==> config.mk <==
export PLATFORM = sky130hd
export DESIGN_NAME = kbd_gate_trap
export DESIGN_NICKNAME = d
export VERILOG_FILES = /design/src/rtl/kbd_gate_trap.sv
export SDC_FILE = /design/constraint.sdc
export NUM_CORES = 1
export LEC_CHECK = 0
export ABC_AREA = 1
export BUFFER_PORTS_ARGS = -buffer_cell sky130_fd_sc_hd__buf_2
export CAP_MARGIN = 20
export CORE_AREA = 2 2 39 41
export CTS_CLUSTER_SIZE = 30
export DETAILED_ROUTE_END_ITERATION = 16
export DIE_AREA = 0 0 41 43
export GPL_ROUTABILITY_DRIVEN = 1
export MAX_ROUTING_LAYER = met4
export PLACE_DENSITY_LB_ADDON = 0.25
export SYNTH_ARGS = -nofsm -noshare
export SYNTH_HDL_FRONTEND = slang
export SYNTH_SLANG_ARGS = --single-unit
export TNS_END_PERCENT = 20
==> constraint.sdc <==
create_clock -name clk -period 1.6 [get_ports clk]
set_input_delay 0.16 -clock clk [delete_from_list [all_inputs] [get_ports clk]]
set_output_delay 0.16 -clock clk [all_outputs]
set_load 0.05 [all_outputs]
==> src/rtl/kbd_gate_trap.sv <==
module kbd_gate_trap #(
  parameter logic [7:0] GATE_CMD    = 8'hD1,
  parameter logic [7:0] END_CMD     = 8'hFF,
  parameter int         TRAP_CMD_WR = 3,
  parameter int         TRAP_CMD_RD = 2,
  parameter int         TRAP_DAT_WR = 1,
  parameter int         TRAP_DAT_RD = 0,
  parameter int         END_SMI_BIT = 7
) (
  input  logic       clk,
  input  logic       rst_n,
  input  logic       acc_vld,
  input  logic       acc_cmd_port,
  input  logic       acc_wr,
  input  logic [7:0] acc_data,
  input  logic [7:0] cfg,
  output logic       pass_thru,
  output logic       smi_pulse,
  output logic       seq_busy
);

  typedef enum logic [1:0] {S_IDLE, S_GATE1, S_GATE2} seq_t;

  seq_t st_q, st_d;
  logic smi_q, use_trap, end_smi, type_trap, trap;
  logic cmd_wr, cmd_rd, dat_wr, dat_rd, is_gate, is_end;

  assign cmd_wr  = acc_vld &  acc_cmd_port &  acc_wr;
  assign cmd_rd  = acc_vld &  acc_cmd_port & ~acc_wr;
  assign dat_wr  = acc_vld & ~acc_cmd_port &  acc_wr;
  assign dat_rd  = acc_vld & ~acc_cmd_port & ~acc_wr;
  assign is_gate = cmd_wr & (acc_data == GATE_CMD);
  assign is_end  = cmd_wr & (acc_data == END_CMD);

  assign type_trap = (cmd_wr & cfg[TRAP_CMD_WR]) | (cmd_rd & cfg[TRAP_CMD_RD]) |
                     (dat_wr & cfg[TRAP_DAT_WR]) | (dat_rd & cfg[TRAP_DAT_RD]);

  always_comb begin
    st_d     = st_q;
    use_trap = 1'b1;
    end_smi  = 1'b0;
    case (st_q)
      S_IDLE: begin
        if (is_gate) begin
          st_d     = S_GATE1;
          use_trap = 1'b0;
        end
      end
      S_GATE1: begin
        if (dat_wr) begin
          st_d     = S_GATE2;
          use_trap = 1'b0;
        end else if (is_gate) begin
          use_trap = 1'b0;
        end else if (cmd_wr || dat_rd) begin
          st_d    = S_IDLE;
          end_smi = cfg[END_SMI_BIT];
        end
      end
      S_GATE2: begin
        if (is_end) begin
          st_d     = S_IDLE;
          use_trap = 1'b0;
          end_smi  = cfg[END_SMI_BIT];
        end else if (acc_vld && !cmd_rd) begin
          st_d    = S_IDLE;
          end_smi = cfg[END_SMI_BIT];
        end
      end
      default: st_d = S_IDLE;
    endcase
  end

  assign trap      = use_trap & type_trap;
  assign pass_thru = acc_vld & ~trap;

  always_ff @(posedge clk) begin
    if (!rst_n) begin
      st_q  <= S_IDLE;
      smi_q <= 1'b0;
    end else begin
      st_q  <= st_d;
      smi_q <= trap | end_smi;
    end
  end

  assign smi_pulse = smi_q;
  assign seq_busy  = (st_q != S_IDLE);

  AST_ENTRY_BUSY: assert property (@(posedge clk) disable iff (!rst_n)
    (acc_vld && !seq_busy && acc_cmd_port && acc_wr && acc_data == GATE_CMD) |=> (seq_busy && !smi_pulse));
  AST_ENTRY_PASS: assert property (@(posedge clk) disable iff (!rst_n)
    (acc_vld && !seq_busy && acc_cmd_port && acc_wr && acc_data == GATE_CMD) |-> pass_thru);
  AST_IDLE_DRD_TRAP: assert property (@(posedge clk) disable iff (!rst_n)
    (acc_vld && !seq_busy && !acc_cmd_port && !acc_wr && cfg[TRAP_DAT_RD]) |-> (!pass_thru ##1 smi_pulse));
  AST_GATE1_DWR_PASS: assert property (@(posedge clk) disable iff (!rst_n)
    (acc_vld && st_q == S_GATE1 && !acc_cmd_port && acc_wr) |-> (pass_thru ##1 (seq_busy && !smi_pulse)));
  AST_STATUS_RD_HOLDS: assert property (@(posedge clk) disable iff (!rst_n)
    (acc_vld && seq_busy && acc_cmd_port && !acc_wr) |=> seq_busy);
  AST_END_CLEAN: assert property (@(posedge clk) disable iff (!rst_n)
    (acc_vld && st_q == S_GATE2 && acc_cmd_port && acc_wr && acc_data == END_CMD) |-> (pass_thru ##1 !seq_busy));
  AST_NO_VLD_NO_PASS: assert property (@(posedge clk) disable iff (!rst_n)
    !acc_vld |-> !pass_thru);
  AST_NO_VLD_NO_SMI: assert property (@(posedge clk) disable iff (!rst_n)
    !acc_vld |=> (!smi_pulse && $stable(seq_busy)));
  AST_RESET_IDLE: assert property (@(posedge clk)
    !rst_n |=> (!seq_busy && !smi_pulse));

endmodule

==> results of run 1 <==
state kept, by name (all words and copies together) (netlist names):
name	cells
st_q	2
smi_pulse	1
synthesized netlist by cell type (all sizes together):
cell	number
nand3	7
clkinv	1
bufinv	1
inv	13
nand4	3
a21oi	3
ha	4
nor2	9
a31oi	1
dfxtp	3
nand2	25
worst min path at each step:
stage               slack, ns        end
floorplan                0.27  smi_pulse
global placement         0.40  smi_pulse
detailed placement       0.40  smi_pulse
CTS                      0.16  smi_pulse
global route             0.16  smi_pulse
finish                   0.16  smi_pulse
worst reg2reg max path: cells and delay by family, from the launching register on:
kind / cells / cell delay [ns]
adders and majority gates: 1 / 0.16
buffers and inverters: 3 / 0.29
DFF: 1 / 0.34
and+or+nand+nor: 5 / 0.33
cell families after synthesis:
family,Yosys count
AO/OA/AOI/OAI,4
adder cells (fa/ha/maj),4
buffers and inverters,15
flip-flops,3
AND/OR/NAND/NOR,44
final cells by class:
class | instances | area [um^2] | area share [%]
clock buffers | 4 | 26.3 | 3.89
inverters | 15 | 67.6 | 10.0
multi-input cells | 52 | 353 | 52.2
flip-flops and latches | 3 | 65.1 | 9.63
well taps | 16 | 20.0 | 2.96
repair buffers | 25 | 144 | 21.3
through the flow:
stage | setup TNS (ns) | hold WS [ns] | utilization, % | std cells
floorplan | 0 | 0.269 | - | 70
global placement | 0 | 0.401 | 42.8 | 110
detailed placement | 0 | 0.402 | 42.8 | 110
CTS | 0 | 0.158 | 47.9 | 114
global route | -0.00751 | 0.161 | 48.8 | 115
finish | 0 | 0.162 | 48.8 | 115
per-layer routing:
metal | routed length (um) | GRT usage [%]
met5 | 0 | -
met4 | 0 | 0
met3 | 39 | 6.28
met2 | 444 | 22.2
met1 | 401 | 15.7
timing repair:
action                                  in CTS  in global routing
endpoints found under the setup margin       2                  1
pin swaps                                    2                  5
resized for setup                           14                  3
setup buffers                                0                  1
power breakdown:
part | internal, mW | switching, mW | leakage, nW
registers | 0.111 | 0.0367 | 0.0257
logic | 0.309 | 0.385 | 0.321
clock network | 0.0933 | 0.0369 | 0.0150
==> impl_results.md, run 1 <==
- Outcome: finished, final reports clean
- Share of cells above drive strength 1: 51.5%
- Syn nets: 95
- Critical-path cell list: buf_4 -> ha_1 -> a21oi_2 -> nand2_2 -> a21oi_4 -> buf_6
- Worst reg-to-reg path cell count: 9
- Cell taking the most area after synthesis: nand2_1
- Mapped Area: 430 um^2
- Compound-Gate Fraction of Synth Area: slightly below 6%
- DIE HEIGHT: 43 um
- Skew final: 0.00175 ns
- DRC viols: 0
- Post-synthesis simple-gate area fraction: 52.0%
- # fillers: 147
- Grt ovf: 0
- Crit path capture: pass_thru
- LEAKAGE: 0.362 nW
- Row cnt: 14
- N_diodes: 0
- Wire per inst: approximately 7.7 um
- Power Total: 0.971 mW
- Sequential share of the synthesized area: 14.0%
- Final Cycle Share: a little over nine tenths
- 1st-pass router iterations: 3
- Dpl ws: 0.0214 ns
- Largest net degree at the start of global routing: 5
- Final Hold Viols: 0
- Port Buffers: 20
- Vias/cell: about 4.3
- Max stage delay cell, worst path: dfxtp_2
- Max Cap Viol: 0
- Critical path depth in cells: 6
- Synth Instances: 70
- First-pass GRT wire length: ~1.6 mm
- Area fraction of the dominant cell type after synthesis: 19.2%
- Yosys cell types: 19
- Fmax: 653 MHz
- CTS H-tree depth: 1
- Critical R2R Launch: st_q[1]
- Top cells by area, synth: nand2_1 (19%), dfxtp_1 (14%), ha_1 (12%)
- Die X: approximately 41 um
- Clk_lat worst skew: 0.23 ns
- Hold Crit Start: rst_n
- Power per cell area: 1440 nW/um^2
- Initial DRC count: 7
- DR vias: 500
- Main combinational cell family by area after synthesis: simple AND/OR/NAND/NOR gates
- Post-DP HPWL: a little under 800 um
- Initial core utilization: 31.1%
- CP max FO: 3
- Syn Area/Cell: 6.15 um^2
- CTS max path bufs: 2
- Worst min path class: input pin to flip-flop
- Worst EP arrival: about 1.4 ns
- Layout area overhead: 57.0%
- Setup ws final: 0.0688 ns
- CTS Buf Count: 3
- RSZ-0062 raised after global routing: true
- Min Tclk post-route: 1.53 ns
- Post-DP Area: 592 um^2
- DRT Wirelength: 885 um
- Commonest non-fill, non-tap cell in the layout: nand2_1
- Sink Count: 3
- Seq cells post-synth: 3
- Worst path bufs/invs: 2
- Gpl congestion: between 0.7 and 0.8
- Reg2reg end: st_q[0]
- CP required: 1.44 ns
- Fin. max-slew vios: 0
- Hold depth: 3
- Final setup fails: 0
- Vias in the first global route: between 400 and 500
- Adder-Cell Fraction of Synth Area: 11.6%
- Core Box Area: ~1400 um^2
- VDD IR-drop max: 0.814 mV
- CTS Root Cell: clkbuf_4
- Final Cell Area: 676 um^2
- Final Net Count: 125
- Antenna Nets Post-Route: 0
- Top-level port count: 24
- Worst-Margin Slew: 0.247 ns
- Die area: 1760 um^2
- Initial antenna violation count: 0
- Yosys warns: 0
- Slew headroom: 83.6%
- Top delay family on crit path: flip-flops
- Global Route Usage Sum: 13.6%
- Clk slew on worst S/H paths: around 0.03 ns
- XOR/XNOR Fraction of Synth Area: 0%
- Crit path from: st_q[1]
- Mux cell area share after synthesis: 0%
- Critical Path Source Type: flip-flop
- CP Class: flip-flop to primary output
- R2R setup slack: 0.41 ns
- CP endpoint kind: primary output
- CTS tree: built
- Critical Path Max Stage Delay: 0.32 ns
- Hold-fix buffers, CTS: 0
- Most frequent cells in the layout: nand2_1 (20), buf_2 (19), inv_1 (9)
Power figures use the tool's default switching activity.
==> run 2: changes to the inputs <==
--- a/config.mk
+++ b/config.mk
@@ -6,12 +6,12 @@
 export NUM_CORES = 1
 export LEC_CHECK = 0
 export ABC_AREA = 1
-export BUFFER_PORTS_ARGS = -buffer_cell sky130_fd_sc_hd__buf_2
 export CAP_MARGIN = 20
 export CORE_AREA = 2 2 39 41
 export CTS_CLUSTER_SIZE = 30
 export DETAILED_ROUTE_END_ITERATION = 16
 export DIE_AREA = 0 0 41 43
+export DONT_BUFFER_PORTS = 1
 export GPL_ROUTABILITY_DRIVEN = 1
 export MAX_ROUTING_LAYER = met4
 export PLACE_DENSITY_LB_ADDON = 0.25
==> constraint.sdc (replaced) <==
create_clock -name clk -period 1.5 [get_ports clk]
set_input_delay 0.15 -clock clk [delete_from_list [all_inputs] [get_ports clk]]
set_output_delay 0.15 -clock clk [all_outputs]
set_load 0.05 [all_outputs]
==> impl_results.md, run 2 (synthesized netlist as in run 1, its figures left out) <==
- DRC viols: 0
- Failing checks: setup timing
- Initial core utilization: a little under a third
- Initial DRC count: 2
- CP endpoint kind: primary output
- Share of cells above drive strength 1: 41.0%
- Worst path bufs/invs: 3
- Power per cell area: between 1500 and 2000 nW/um^2
- DIE HEIGHT: 43 um
- Port Buffers: 0
- Post-DP Area: 527 um^2
- Clk_lat worst skew: ~0.23 ns
- Worst reg-to-reg path cell count: 8
- Critical R2R Launch: st_q[1]
- RSZ-0062 raised after global routing: true
- Critical-path cell list: inv_2 -> ha_4 -> nand2_2 -> inv_2 -> a21oi_2 -> nand2_2 -> a21oi_4 -> buf_12
- Final Net Count: ~110
- Sink Count: 3
- Fmax: 661 MHz
- Vias/cell: 4.33
- Register area: 65.1 um^2
- Max Cap Viol: 0
- Die area: 1760 um^2
- Grt ovf: 0
- Hold-fix buffers, CTS: 0
- Crit path capture: pass_thru
- Max reg flops: 2
- Critical Path Source Type: flip-flop
- Slew headroom: 68.4%
- Initial antenna violation count: 0
- Top delay family on crit path: flip-flops
- First-pass GRT wire length: 1.52 mm
- LEAKAGE: 0.306 nW
- Row cnt: 14
- # fillers: 142
- Final Hold Viols: 0
- CTS Root Cell: clkbuf_4
- DR vias: between 400 and 500
- Gpl congestion: 0.762
- Fin. max-slew vios: 0
- Min Tclk post-route: roughly 1.5 ns
- N_diodes: 0
- Commonest non-fill, non-tap cell in the layout: nand2_1
- Power Total: 1.05 mW
- Most frequent cells in the layout: nand2_1 (20), inv_1 (10), buf_4 (7)
- VDD IR-drop max: slightly above 0.7 mV
- CP max FO: 2
- Reg2reg end: st_q[0]
- Critical Path Max Stage Delay: 0.33 ns
- CTS Buf Count: 3
- Worst-Margin Slew: 0.473 ns
- Post-DP HPWL: 744 um
- Clk slew on worst S/H paths: about 0.040 ns
- Layout area overhead: 42.4%
- R2R setup slack: 0.31 ns
- 1st-pass router iterations: 3
- Global Route Usage Sum: 12.8%
- Most flops, register: st_q
- Final Cycle Share: 101%
- Dpl ws: 0.00612 ns
- Vias in the first global route: 426
- Largest net degree at the start of global routing: 5
- CTS max path bufs: 2
- DRT Wirelength: around 840 um
- Antenna Nets Post-Route: 0
- Worst min path class: input pin to flip-flop
- Core Box Area: 1380 um^2
- CTS tree: built
- Wire per inst: 8.52 um
- Top-level port count: 24
- Max stage delay cell, worst path: dfxtp_2
- CP Class: flip-flop to primary output
- CP required: 1.35 ns
- Outcome: complete, but fails checks
- Hold depth: 2
- Worst EP arrival: 1.36 ns
- CTS H-tree depth: 1
- Critical path depth in cells: 8
- Skew final: 0.00118 ns
- Final Cell Area: roughly 610 um^2
- Setup ws final: -0.0123 ns
- Die X: 41 um
- Multi-input gate area: approximately 350 um^2
- Crit path from: st_q[1]
- Final setup fails: 1
run 2: cell count changes in the layout (fill, tap and decap cells not counted), sizes merged:
cell	delta
buf	-16
run 2: power breakdown:
part	switching [mW]	internal, mW
sequential	0.0507	0.118
combinational	0.386	0.354
clock	0.0375	0.0994
total	0.474	0.572
run 2: routing by layer:
metal / track usage (%) / vias to the layer above / share of wire [%]
met3: 6.81 / 0 / 5.5
met1: 13.7 / 176 / 44
met4: 2.00 / 0 / 0
li1: - / 241 / -
met5: - / - / 0
met2: 20.6 / 12 / 50
run 2: metrics by stage:
| stage | hold slack, ns | setup TNS (ns) | utilization (%) | instances |
|---|---|---|---|---|
| after floorplan | 0.259 | 0 | - | 70 |
| after global placement | 0.264 | 0 | 38.1 | 93 |
| after detailed placement | 0.263 | 0 | 38.1 | 93 |
| after CTS | 0.0186 | -0.0536 | 44.3 | 99 |
| after global routing | 0.0255 | -0.112 | 44.3 | 99 |
| final | 0.0284 | -0.0123 | 44.3 | 99 |
run 2: repair_timing:
| action | 4_1_cts | 5_1_grt |
|---|---|---|
| endpoints found under the setup margin | 2 | 1 |
| buffers inserted | 2 | 0 |
| resized for setup | 14 | 0 |
| pin swaps | 5 | 1 |
run 2: final cells by class:
class / instances / share of cell area [%]
multi-input combinational: 52 / 57.6
inverter: 15 / 10.6
timing repair buffer: 9 / 13.7
sequential: 3 / 10.6
tap: 16 / 3.27
clock buffer: 4 / 4.29
run 2: worst min path at each step:
stage | to | start | slack (ns)
2_1_floorplan | smi_pulse | rst_n | 0.26
3_3_place_gp | smi_pulse | rst_n | 0.26
3_5_place_dp | smi_pulse | rst_n | 0.26
4_1_cts | smi_pulse | rst_n | 0.02
5_1_grt | st_q[1] | rst_n | 0.03
6_report | smi_pulse | rst_n | 0.03
==> run 3: changes to the inputs <==
--- a/config.mk
+++ b/config.mk
@@ -13,7 +13,6 @@
 export DIE_AREA = 0 0 41 43
 export DONT_BUFFER_PORTS = 1
 export GPL_ROUTABILITY_DRIVEN = 1
-export MAX_ROUTING_LAYER = met4
 export PLACE_DENSITY_LB_ADDON = 0.25
 export SYNTH_ARGS = -nofsm -noshare
 export SYNTH_HDL_FRONTEND = slang
==> impl_results.md, run 3 (synthesized netlist as in run 1, its figures left out) <==
- Outcome: complete, but fails checks
- Failing checks: setup timing
- Initial core utilization: 31.1%
- Top-level port count: 24
- Slew headroom: 68.4%
- Clock power share: 13.1%
- Reg2reg end: st_q[0]
- Gate power share: between 70 and 80%
- Die area: 1760 um^2
- 1st-pass router iterations: 2
- Clk slew on worst S/H paths: 0.04 ns
- CP Class: flip-flop to primary output
- Initial DRC count: 4
- Min Tclk post-route: 1.51 ns
- Vias in the first global route: 430
- Crit path from: st_q[1]
- Fin. max-slew vios: 0
- R2R setup slack: 0.31 ns
- Dpl ws: 0.00612 ns
- CTS H-tree depth: 1
- Skew final: about 0.0012 ns
- Post-DP Area: 527 um^2
- VDD IR-drop max: 0.708 mV
- CP required: 1.35 ns
- # fillers: 142
- P_int: 0.572 mW
- Initial antenna violation count: 0
- Max Cap Viol: 0
- CTS Root Cell: clkbuf_4
- Commonest non-fill, non-tap cell in the layout: nand2_1
- Most flops, register: st_q
- Layout area overhead: 42.4%
- CTS Buf Count: 3
- Die X: 41 um
- Fmax: roughly 660 MHz
- CP endpoint kind: primary output
- CTS tree: built
- Global Route Usage Sum: 12.5%
- Switching share of total power: 45.3%
- Largest net degree at the start of global routing: 5
- Grt ovf: 0
- Wire per inst: 8.52 um
- DRT Wirelength: 843 um
- CTS max path bufs: 2
- Share of cells above drive strength 1: 41.0%
- Max reg flops: 2
- Worst reg-to-reg path cell count: 8
- DIE HEIGHT: 43 um
- NetSw: 0.474 mW
- Final Cycle Share: 101%
- Final Hold Viols: 0
- Final non-filler cell total: 99
- Final Cell Area: 613 um^2
- LEAKAGE: 0.306 nW
- Critical Path Source Type: flip-flop
- RSZ-0062 raised after global routing: true
- Clk_lat worst skew: 0.23 ns
- Sink Count: 3
- N_diodes: 0
- Row cnt: 14
- Post-DP HPWL: 744 um
- Core Box Area: between 1000 and 1500 um^2
- Placed cells: 93
- Most frequent cells in the layout: nand2_1 (20), inv_1 (10), buf_4 (7)
- Gpl congestion: about 0.75
- CP max FO: 2
- Critical R2R Launch: st_q[1]
- Antenna Nets Post-Route: 0
- DRC viols: 0
- Crit path capture: pass_thru
- Worst EP arrival: 1.36 ns
- DR vias: roughly 430
- First-pass GRT wire length: 1.52 mm
- Power per cell area: 1710 nW/um^2
- Flop pwr share: 16.1%
- Final Net Count: 109
- Setup ws final: -0.0127 ns
- Final setup fails: 1
- Vias/cell: 4.33
- Port Buffers: 0
- Worst-Margin Slew: 0.473 ns
- Worst min path class: input pin to flip-flop
==> run 3: cell counts in the layout (fill, tap and decap cells not counted) <==
Identical to the previous run, type by type.
==> run 3: timing repair <==
action                                  CTS  global route
pin swaps                                 5             1
hold buffers                              0             0
endpoints found under the setup margin    2             1
buffers inserted                          2             0
gates resized for setup                  14             0
==> run 3: final cells by class <==
cell class,instances,area (um^2),share of cell area (%)
repair buffers,9,83.8,13.7
flip-flops and latches,3,65.1,10.6
clock buffers,4,26.3,4.29
multi-input cells,52,353,57.6
well taps,16,20.0,3.27
inverters,15,65.1,10.6
==> run 3: per-layer routing <==
layer | track usage, % | vias to the layer above | wire, um
met1 | 13.7 | 176 | 375
met4 | 2.00 | 0 | 0
met3 | 6.81 | 0 | 47
li1 | - | 241 | -
met5 | 0 | - | 0
met2 | 20.6 | 12 | 421
==> run 3: how the worst min path moves through the flow <==
stage                      endpoint  depth (start not counted)  start  slack [ns]
final                     smi_pulse                          2  rst_n        0.03
after CTS                 smi_pulse                          2  rst_n        0.02
after global routing        st_q[1]                          2  rst_n        0.03
after global placement    smi_pulse                          2  rst_n        0.26
after floorplan           smi_pulse                          2  rst_n        0.26
after detailed placement  smi_pulse                          2  rst_n        0.26
==> run 3: through the flow <==
step	utilization (%)	hold WS, ns	total power, mW	setup TNS [ns]
after floorplan	-	0.259	0.585	0
after global placement	38.1	0.264	0.788	0
after detailed placement	38.1	0.263	0.791	0
after CTS	44.3	0.0186	1.06	-0.0536
after global routing	44.3	0.0254	1.16	-0.112
final	44.3	0.0281	1.05	-0.0127
==> run 3: power groups by stage <==
| stage | clock network (mW) | registers, mW | logic (mW) |
|---|---|---|---|
| 2_1_floorplan | 0 | 0.140 | 0.445 |
| 3_3_place_gp | 0 | 0.138 | 0.650 |
| 3_5_place_dp | 0 | 0.139 | 0.652 |
| 4_1_cts | 0.145 | 0.169 | 0.743 |
| 5_1_grt | 0.162 | 0.172 | 0.823 |
| 6_report | 0.137 | 0.169 | 0.740 |
==> run 3: critical path, cell delays in order, from the launching register on <==
cell and delay (ns):
dfxtp_2 0.33, inv_2 0.06, ha_4 0.16, nand2_2 0.05
inv_2 0.04, a21oi_2 0.11, nand2_2 0.09, a21oi_4 0.14
buf_12 0.15
